[src/rtl/sbc_pkg.sv]
package sbc_pkg;
  localparam int WCNT_W = 5;

  typedef enum logic [1:0] {
    WL_8  = 2'b00,
    WL_12 = 2'b01,
    WL_16 = 2'b10,
    WL_24 = 2'b11
  } wlen_e;

  // last count index of a word (bits per word minus one)
  function automatic logic [WCNT_W-1:0] wl_last(input logic [1:0] code);
    case (wlen_e'(code))
      WL_8:    wl_last = WCNT_W'(7);
      WL_12:   wl_last = WCNT_W'(11);
      WL_16:   wl_last = WCNT_W'(15);
      default: wl_last = WCNT_W'(23);
    endcase
  endfunction
endpackage

[src/rtl/sbc_tick_div.sv]
// Enable-driven modulo counter: tick when enabled at or beyond the last count.
module sbc_tick_div #(
  parameter int W = 8
) (
  input  logic         clk_i,
  input  logic         rst_ni,
  input  logic         clr_i,
  input  logic         en_i,
  input  logic [W-1:0] last_i,
  output logic         tick_o
);
  logic [W-1:0] cnt_q, cnt_d;
  logic         at_end;

  // >= so that a lowered limit wraps at once
  assign at_end = (cnt_q >= last_i);
  assign tick_o = en_i && at_end && !clr_i;

  always_comb begin
    cnt_d = cnt_q;
    if (clr_i)       cnt_d = '0;
    else if (en_i)   cnt_d = at_end ? '0 : cnt_q + W'(1);
  end

  always_ff @(posedge clk_i or negedge rst_ni) begin
    if (!rst_ni) cnt_q <= '0;
    else         cnt_q <= cnt_d;
  end
endmodule

[src/rtl/sbc_bit_level.sv]
// Half-period toggle: turns half-bit ticks into a pin level and a bit event.
module sbc_bit_level (
  input  logic clk_i,
  input  logic rst_ni,
  input  logic half_i,
  output logic lvl_o,
  output logic bit_o
);
  logic lvl_q, lvl_d;

  assign bit_o = half_i && !lvl_q;
  assign lvl_o = lvl_q;

  always_comb begin
    lvl_d = lvl_q;
    if (half_i) lvl_d = !lvl_q;
  end

  always_ff @(posedge clk_i or negedge rst_ni) begin
    if (!rst_ni) lvl_q <= 1'b0;
    else         lvl_q <= lvl_d;
  end
endmodule

[src/rtl/sbc_prescaler_chain.sv]
module sbc_prescaler_chain #(
  parameter int MOD_W     = 8,
  parameter int RANGE_DIV = 8
) (
  input  logic             clk_i,
  input  logic             rst_ni,
  input  logic             range_i,
  input  logic [MOD_W-1:0] modulus_i,
  input  logic [1:0]       wlen_i,
  input  logic             int_clk_i,
  input  logic             ext_bit_en_i,
  output logic             bit_en_o,
  output logic             sck_o,
  output logic             word_o
);
  import sbc_pkg::*;

  localparam int RW = (RANGE_DIV > 1) ? $clog2(RANGE_DIV) : 1;

  // reset: asynchronous assert, synchronous release
  logic rs1_q, rs2_q, rst_s_n;
  always_ff @(posedge clk_i or negedge rst_ni) begin
    if (!rst_ni) begin
      rs1_q <= 1'b0;
      rs2_q <= 1'b0;
    end else begin
      rs1_q <= 1'b1;
      rs2_q <= rs1_q;
    end
  end
  assign rst_s_n = rs2_q;

  // fixed /2 (with the final level toggle this gives the fixed /4)
  logic fix_tick, pre_tick, half_tick, lvl, bit_int;

  sbc_tick_div #(.W(1)) u_fix (
    .clk_i(clk_i), .rst_ni(rst_s_n), .clr_i(1'b0), .en_i(1'b1),
    .last_i(1'b1), .tick_o(fix_tick)
  );

  generate
    if (RANGE_DIV > 1) begin : g_range
      logic rng_tick;
      sbc_tick_div #(.W(RW)) u_rng (
        .clk_i(clk_i), .rst_ni(rst_s_n), .clr_i(!range_i), .en_i(fix_tick),
        .last_i(RW'(RANGE_DIV - 1)), .tick_o(rng_tick)
      );
      assign pre_tick = range_i ? rng_tick : fix_tick;
    end else begin : g_norange
      assign pre_tick = fix_tick;
    end
  endgenerate

  sbc_tick_div #(.W(MOD_W)) u_prog (
    .clk_i(clk_i), .rst_ni(rst_s_n), .clr_i(1'b0), .en_i(pre_tick),
    .last_i(modulus_i), .tick_o(half_tick)
  );

  sbc_bit_level u_lvl (
    .clk_i(clk_i), .rst_ni(rst_s_n), .half_i(half_tick),
    .lvl_o(lvl), .bit_o(bit_int)
  );

  assign bit_en_o = int_clk_i ? bit_int : ext_bit_en_i;
  assign sck_o    = int_clk_i && lvl;

  sbc_tick_div #(.W(WCNT_W)) u_word (
    .clk_i(clk_i), .rst_ni(rst_s_n), .clr_i(1'b0), .en_i(bit_en_o),
    .last_i(wl_last(wlen_i)), .tick_o(word_o)
  );
endmodule

[config.mk]
export PLATFORM = sky130hd
export DESIGN_NAME = sbc_prescaler_chain
export DESIGN_NICKNAME = d
export VERILOG_FILES = /design/src/rtl/sbc_pkg.sv /design/src/rtl/sbc_tick_div.sv /design/src/rtl/sbc_bit_level.sv /design/src/rtl/sbc_prescaler_chain.sv
export SDC_FILE = /design/constraint.sdc
export NUM_CORES = 1
export LEC_CHECK = 0
export ABC_AREA = 1
export BUFFER_PORTS_ARGS = -buffer_cell sky130_fd_sc_hd__buf_2
export CORE_UTILIZATION = 45
export DETAILED_ROUTE_END_ITERATION = 8
export PLACE_DENSITY = 0.66
export SYNTH_ARGS = -nofsm -noshare
export SYNTH_HDL_FRONTEND = slang
export SYNTH_HIERARCHICAL = 1
export SYNTH_SLANG_ARGS = --single-unit
export TNS_END_PERCENT = 50
[constraint.sdc]
create_clock -name clk_i -period 2.4 [get_ports clk_i]
set_input_delay 0 -clock clk_i [delete_from_list [all_inputs] [get_ports clk_i]]
set_output_delay 0 -clock clk_i [all_outputs]
set_load 0.02 [all_outputs]
; Word level (Yosys, flattened, before mapping)
; Index checks and enable logic that the tools add are counted.
; Widths: inputs -> output; s select.
[op_classes]
addsub = 4
n_lt_le_gt_ge = 4
n_eq_ne = 3
mux = 9
reduce_logical = 8
[op_table]
columns = operator, count
row1 = $pmux 5 s3, 1
row2 = $mux 3, 3
row3 = $add 8x1->8 const B, 1
row4 = $ge 8x8->1, 1
row5 = $mux 8, 1
row6 = $logic_and 1x1->1, 6
row7 = $add 5x1->5 const B, 1
row8 = $ge 5x5->1, 1
row9 = $mux 5, 1
row10 = $add 3x1->3 const B, 1
row11 = $ge 3x3->1 const B, 1
row12 = $mux 1, 3
row13 = $eq 2x1->1 const B, 1
row14 = $eq 2x2->1 const B, 1
row15 = $logic_not 2->1, 1
row16 = $ne 2x1->1 const B, 1
row17 = $add 1x1->1 const B, 1
row18 = $ge 1x1->1 const B, 1
row19 = $logic_not 1->1, 1
[totals]
regBits = 20
output_inout_bits = 3

; Depth between registers and ports, before layout
[logic_depth]
word_depth = 8
ltp_mapped = 21

; Hierarchy
; The synthesis kept the hierarchy.
[by_module_without_submodules]
columns = mod, n_inst, cells_each, area_per_inst_um2, seq_area_each_um2
row1 = sbc_tick_div at u_prog, 1, 96, 705.7, 200.2
row2 = sbc_tick_div at u_word, 1, 59, 437.9, 125.1
row3 = sbc_tick_div at g_range.u_rng, 1, 31, 245.2, 75.1
row4 = sbc_prescaler_chain, 1, 19, 131.4, 50.0
row5 = sbc_tick_div at u_fix, 1, 9, 60.1, 25.0
row6 = sbc_bit_level, 1, 7, 50.0, 25.0

; Worst setup path before layout
; Ideal clock, no wire load.
[synth_timing]
path_kind = register -> output
startpoint = reg g_range.u_rng.cnt_q[0]
endpoint = out word_o
t_arrival_ns = 2.173
slack_ns = 0.227
path_stages_with_launch = 19
path_buffers = 0
cell_sequence = dfrtp_1 > inv_1 > ha_1 > inv_1 > nand2_1 > nand2_1 > a21boi_0 > nand2_1 > nand2_1 > inv_1 > nor2_1 > nand2_1 > inv_1 > nand2_2 > inv_1 > nand2_1 > nand2_1 > nor2_4 > nor3_2
[synth_via]
elab_chain_len = 8
[synth_lines]
columns = element, line
row1 = "start, declared", sbc_tick_div.sv:12  ; logic [W-1:0] cnt_q, cnt_d;
row2 = "start signal, assigned", sbc_tick_div.sv:27  ; else cnt_q <= cnt_d;
row3 = $ge 3x3->1, sbc_tick_div.sv:16  ; assign at_end = (cnt_q >= last_i);
row4 = $logic_and 1x1->1 (2 in series), sbc_tick_div.sv:17  ; assign tick_o = en_i && at_end && !clr_i;
row5 = net g_range.rng_tick, sbc_prescaler_chain.sv:43  ; logic rng_tick;
row6 = $mux 1, sbc_prescaler_chain.sv:48  ; assign pre_tick = range_i ? rng_tick : fix_tick;
row7 = net pre_tick, sbc_prescaler_chain.sv:34  ; logic fix_tick, pre_tick, half_tick, lvl, bit_int;
row8 = $logic_and 1x1->1, sbc_tick_div.sv:17
row9 = net half_tick, sbc_prescaler_chain.sv:34
row10 = $logic_and 1x1->1, sbc_bit_level.sv:11  ; assign bit_o = half_i && !lvl_q;
row11 = net bit_int, sbc_prescaler_chain.sv:34
row12 = $mux 1, sbc_prescaler_chain.sv:64  ; assign bit_en_o = int_clk_i ? bit_int : ext_bit_en_i;
row13 = net bit_en_o, sbc_prescaler_chain.sv:12  ; output logic bit_en_o,
row14 = $logic_and 1x1->1, sbc_tick_div.sv:17
row15 = "end, declared", sbc_prescaler_chain.sv:14  ; output logic word_o
; The timed path passes the listed nets, and every way through them passes these cells.

; Worst setup path after layout
[layout_timing]
startpoint = reg g_range.u_rng.cnt_q[0]
endpoint = out word_o
[layout_via]
elab_chain_len = 8
[layout_lines]
columns = element, line
row1 = $ge 3x3->1, sbc_tick_div.sv:16
row2 = $logic_and 1x1->1 (2 in series), sbc_tick_div.sv:17
row3 = net g_range.rng_tick, sbc_prescaler_chain.sv:43
row4 = $mux 1, sbc_prescaler_chain.sv:48
row5 = net pre_tick, sbc_prescaler_chain.sv:34
row6 = $logic_and 1x1->1, sbc_tick_div.sv:17
row7 = net half_tick, sbc_prescaler_chain.sv:34
row8 = $logic_and 1x1->1, sbc_bit_level.sv:11
row9 = net bit_int, sbc_prescaler_chain.sv:34
row10 = $mux 1, sbc_prescaler_chain.sv:64
row11 = $logic_and 1x1->1, sbc_tick_div.sv:17
; The timed path passes the listed nets, and every way through them passes these cells.

==> out/results.txt <==
Synth Area in XOR/XNOR -> 3.22%
Area delta synth->final -> 24.2%
Max IR drop VDD -> 501 uV
Routed Antenna Nets -> 0
Cell-internal power -> 0.656 mW
Worst hold-check path type -> input port to flip-flop
Row Count -> 21
Max-Cap Viols -> 0
WP data required -> 2400 ps
Die footprint -> 3870 sq um
Worst EP arrival -> 2270 ps
Worst Hold Path EP -> u_word/cnt_q[3]$_DFFE_PN0P_
Hold Startpoint -> ext_bit_en_i
Mux contribution to synthesized area -> 0%
Max Freq -> 441 MHz
P_leak -> 1.22 nW
CTS max path bufs -> 2
CP top delay family -> simple AND/OR/NAND/NOR gates
Initial antenna violation count -> 0
Number of cells produced by synthesis -> 221
Die height -> 62.2 microns
Largest net degree at the start of global routing -> 19
Initial Util -> 47.7%
Pins Over Slew Limit -> 0
Hpwl dp -> 2120 microns
Yosys warns -> 6
Die Wd -> 62.2 microns
DRC -> 0
Clock tree root driver cell -> clkbuf_4
Unique cell type count in the Yosys netlist -> 27
Setup CP Type -> flip-flop to output pin
Crit Path Max Fanout -> 5
I/O pins -> 18
Post-Syn Area -> 1630 sq um
WP buf/inv -> 6
Starting DRT DRC Count -> 38
Share of layout cells above drive strength 1 -> 25.0%
Setup Skew -> 19.5 ps
Pre-antenna DRT Iters -> 4
Crit path capture type -> output pin
CTS Buf Count -> 3
WHS -> 78.3 ps
Pwr dens -> 457 nW/um^2
Syn avg cell area -> 7.38 sq um
Clock share of power -> 29.7%
Simple-gate share of the synthesized area -> 28.3%
Post-route clock period utilization -> 94.5%
Max stage delay on crit path -> 380 ps
ANT cells -> 0
GP Congestion -> 0.771
Comb pwr share -> 28.3%
GRT Residual Overflow -> 0
Compound-cell area share of the yosys netlist -> 8.67%
CP Launch Type -> flip-flop
R2R setup slack -> 230 ps
Via count -> 1390
Critical-path cell list -> inv_2, ha_4, inv_2, nand2_2, nand2_2, a21boi_1, nand2_1, nand2_2, inv_2, nor2_4, nand2_1, inv_2, nand2_2, inv_2, nand2_2, nand2_2, nor2_4, nor3_2, buf_4
CTS tree -> done
R2r endpoint -> u_word/cnt_q[2]$_DFFE_PN0P_
Vias in the first global route -> 1233
All-layer global routing usage -> 15.9%
Crit path max-delay cell type -> dfrtp_1
Vias/cell -> 4.37
Slew headroom -> 48.8%
Fraction of the mapped netlist area in adder cells -> 16.1%
RSZ-0062 raised after global routing -> true
Most frequent CP cell -> nand2_2
Register share of total power -> 42.0%
Sw Ratio -> 29.1%
FF+latch count, synth -> 20
Worst r2r path cells -> 19
Reg-to-Reg Start -> u_prog/cnt_q[0]$_DFFE_PN0P_
First-pass GRT wire length -> 5070 microns
Register area share after synthesis -> 30.7%
Floorplan core area -> 3420 sq um
Final std cells w/o fill -> 318
Worst-margin pin slew -> 767 ps
Setup Viol. Count Final -> 0
Clock transition at the registers of the reported paths -> 130 ps
Htree depth -> 1
Run status -> finished clean
Cell count after placement -> 301
Nets -> 309
Clock Latency Late Sink -> 310 ps
IO buf count -> 17
CTS Sinks -> 20
Fin. Hold Viols -> 0
Hold path cells -> 6
NetSw -> 0.270 mW
Largest family of logic cells by synthesized area -> simple AND/OR/NAND/NOR gates
Detailed Route WL -> 2870 microns
Crit path time final -> 2270 ps
Routed WL per cell -> 9.03 microns
[tightest hold or removal path, stage by stage]
cell	delay (ps)
buf_2	70
nand2_1	50
nand2_2	90
nor2_4	60
nand2_1	50
nand2_1	40
[synth_stat cells]
| cell type | number | area share [%] |
|---|---|---|
| ha_1 | 21 | 16 |
| nand3_2 | 1 | 0.61 |
| nor3_4 | 1 | 1.0 |
| nand4_1 | 6 | 2.3 |
| nand4_2 | 1 | 0.77 |
| nand3_1 | 10 | 3.1 |
| nor2_2 | 4 | 1.5 |
| xor2_1 | 6 | 3.2 |
| nand2_1 | 56 | 13 |
| dfrtp_1 | 20 | 31 |
| clkinv_2 | 1 | 0.31 |
| or2_4 | 1 | 0.54 |
| nand2_2 | 4 | 1.5 |
| buf_6 | 1 | 0.69 |
| nor3_2 | 1 | 0.61 |
| inv_2 | 2 | 0.46 |
| conb_1 | 2 | 0.46 |
| o21ai_0 | 1 | 0.31 |
| nor2_1 | 9 | 2.1 |
| a21oi_1 | 15 | 4.6 |
| a21o_1 | 1 | 0.46 |
| inv_1 | 48 | 11 |
| nor2_4 | 2 | 1.4 |
| a21oi_2 | 3 | 1.6 |
| o21bai_1 | 2 | 0.92 |
| a21boi_0 | 1 | 0.46 |
| o21ai_1 | 1 | 0.31 |
[cell usage in the layout (no fill, tap or decap), types with 2 or more instances in the layout]
cell           count
xor2_1             6
dlygate4sd3_1      2
conb_1            20
o21bai_1           2
nand4_1            6
nand2_2            9
buf_2             16
inv_1             42
dfrtp_1           20
buf_4             12
a21oi_1           15
ha_1              20
nor2_2             6
nor2_4             3
clkbuf_4           3
a21oi_2            3
nor2_1             6
nand2_1           51
inv_2              8
nand3_1           10
[sequential cells by signal, indices dropped and copies added (netlist names)]
| signal | cells |
|---|---|
| u_prog/cnt_q | 8 |
| u_word/cnt_q | 5 |
| g_range.u_rng/cnt_q | 3 |
| rs1_q | 1 |
| rs2_q | 1 |
| u_fix/cnt_q | 1 |
| u_lvl/lvl_o | 1 |
[through the flow]
stage	setup slack [ps]	utilization, %	power, mW	instance area (sq um)	TNS (ps)
after floorplan	227	-	0.532	1700	0
after global placement	218	53.6	0.571	1830	0
after detailed placement	159	53.6	0.575	1830	0
after CTS	11.6	56.4	0.867	1930	0
after global routing	-103	59.3	0.997	2020	-103
final	132	59.3	0.926	2020	0
[per-layer routing]
metal  GRT usage (%)  vias to the layer above  routed length, microns
li1                -                      772                       -
met1            21.5                      596                    1440
met2            26.5                       20                    1340
met3            2.21                        2                      83
met4            4.36                        0                      16
met5               0                        -                       0
[power by group through the flow]
stage	sequential (mW)	clock [mW]	combinational [mW]
6_report	0.389	0.275	0.262
3_3_place_gp	0.395	0	0.176
3_5_place_dp	0.395	0	0.180
5_1_grt	0.393	0.301	0.303
4_1_cts	0.387	0.283	0.197
2_1_floorplan	0.387	0	0.145
[cell families (layout without fill, tap and decap cells)]
family                   Yosys count  in the layout
XOR/XNOR                           6              6
buffers and inverters             52             85
other                              2             20
flip-flops                        20             20
adder cells (fa/ha/maj)           21             21
AND/OR/NAND/NOR                   96             96
AO/OA/AOI/OAI                     24             24
[cell type report]
cell class              count  area [sq um]
inverters                  51           193
fillers                   331          1390
multi-input cells         167          1030
clock inverters             1          30.0
repair buffers             30           190
flip-flops and latches     20           500
clock buffers               3          22.5
well taps                  46          57.6
[worst max-delay path by stage]
stage / from / endpoint / slack, ps / depth (start not counted)
final: g_range.u_rng/cnt_q[0]$_DFFE_PN0P_ / word_o / 130 / 19
after global routing: g_range.u_rng/cnt_q[0]$_DFFE_PN0P_ / word_o / -100 / 19
after CTS: g_range.u_rng/cnt_q[0]$_DFFE_PN0P_ / word_o / 10 / 19
after detailed placement: g_range.u_rng/cnt_q[0]$_DFFE_PN0P_ / u_word/cnt_q[1]$_DFFE_PN0P_ / 160 / 20
after global placement: g_range.u_rng/cnt_q[0]$_DFFE_PN0P_ / u_word/cnt_q[1]$_DFFE_PN0P_ / 220 / 20
after floorplan: g_range.u_rng/cnt_q[0]$_DFFE_PN0P_ / word_o / 230 / 18
[what timing repair did]
action	CTS	global route
setup buffers	2	9
pin swaps	1	13
resized for setup	5	13
hold endpoints to repair	2	0
hold buffers	2	0
setup endpoints to repair	1	7
No activity file was read; power rests on OpenSTA's default activity.
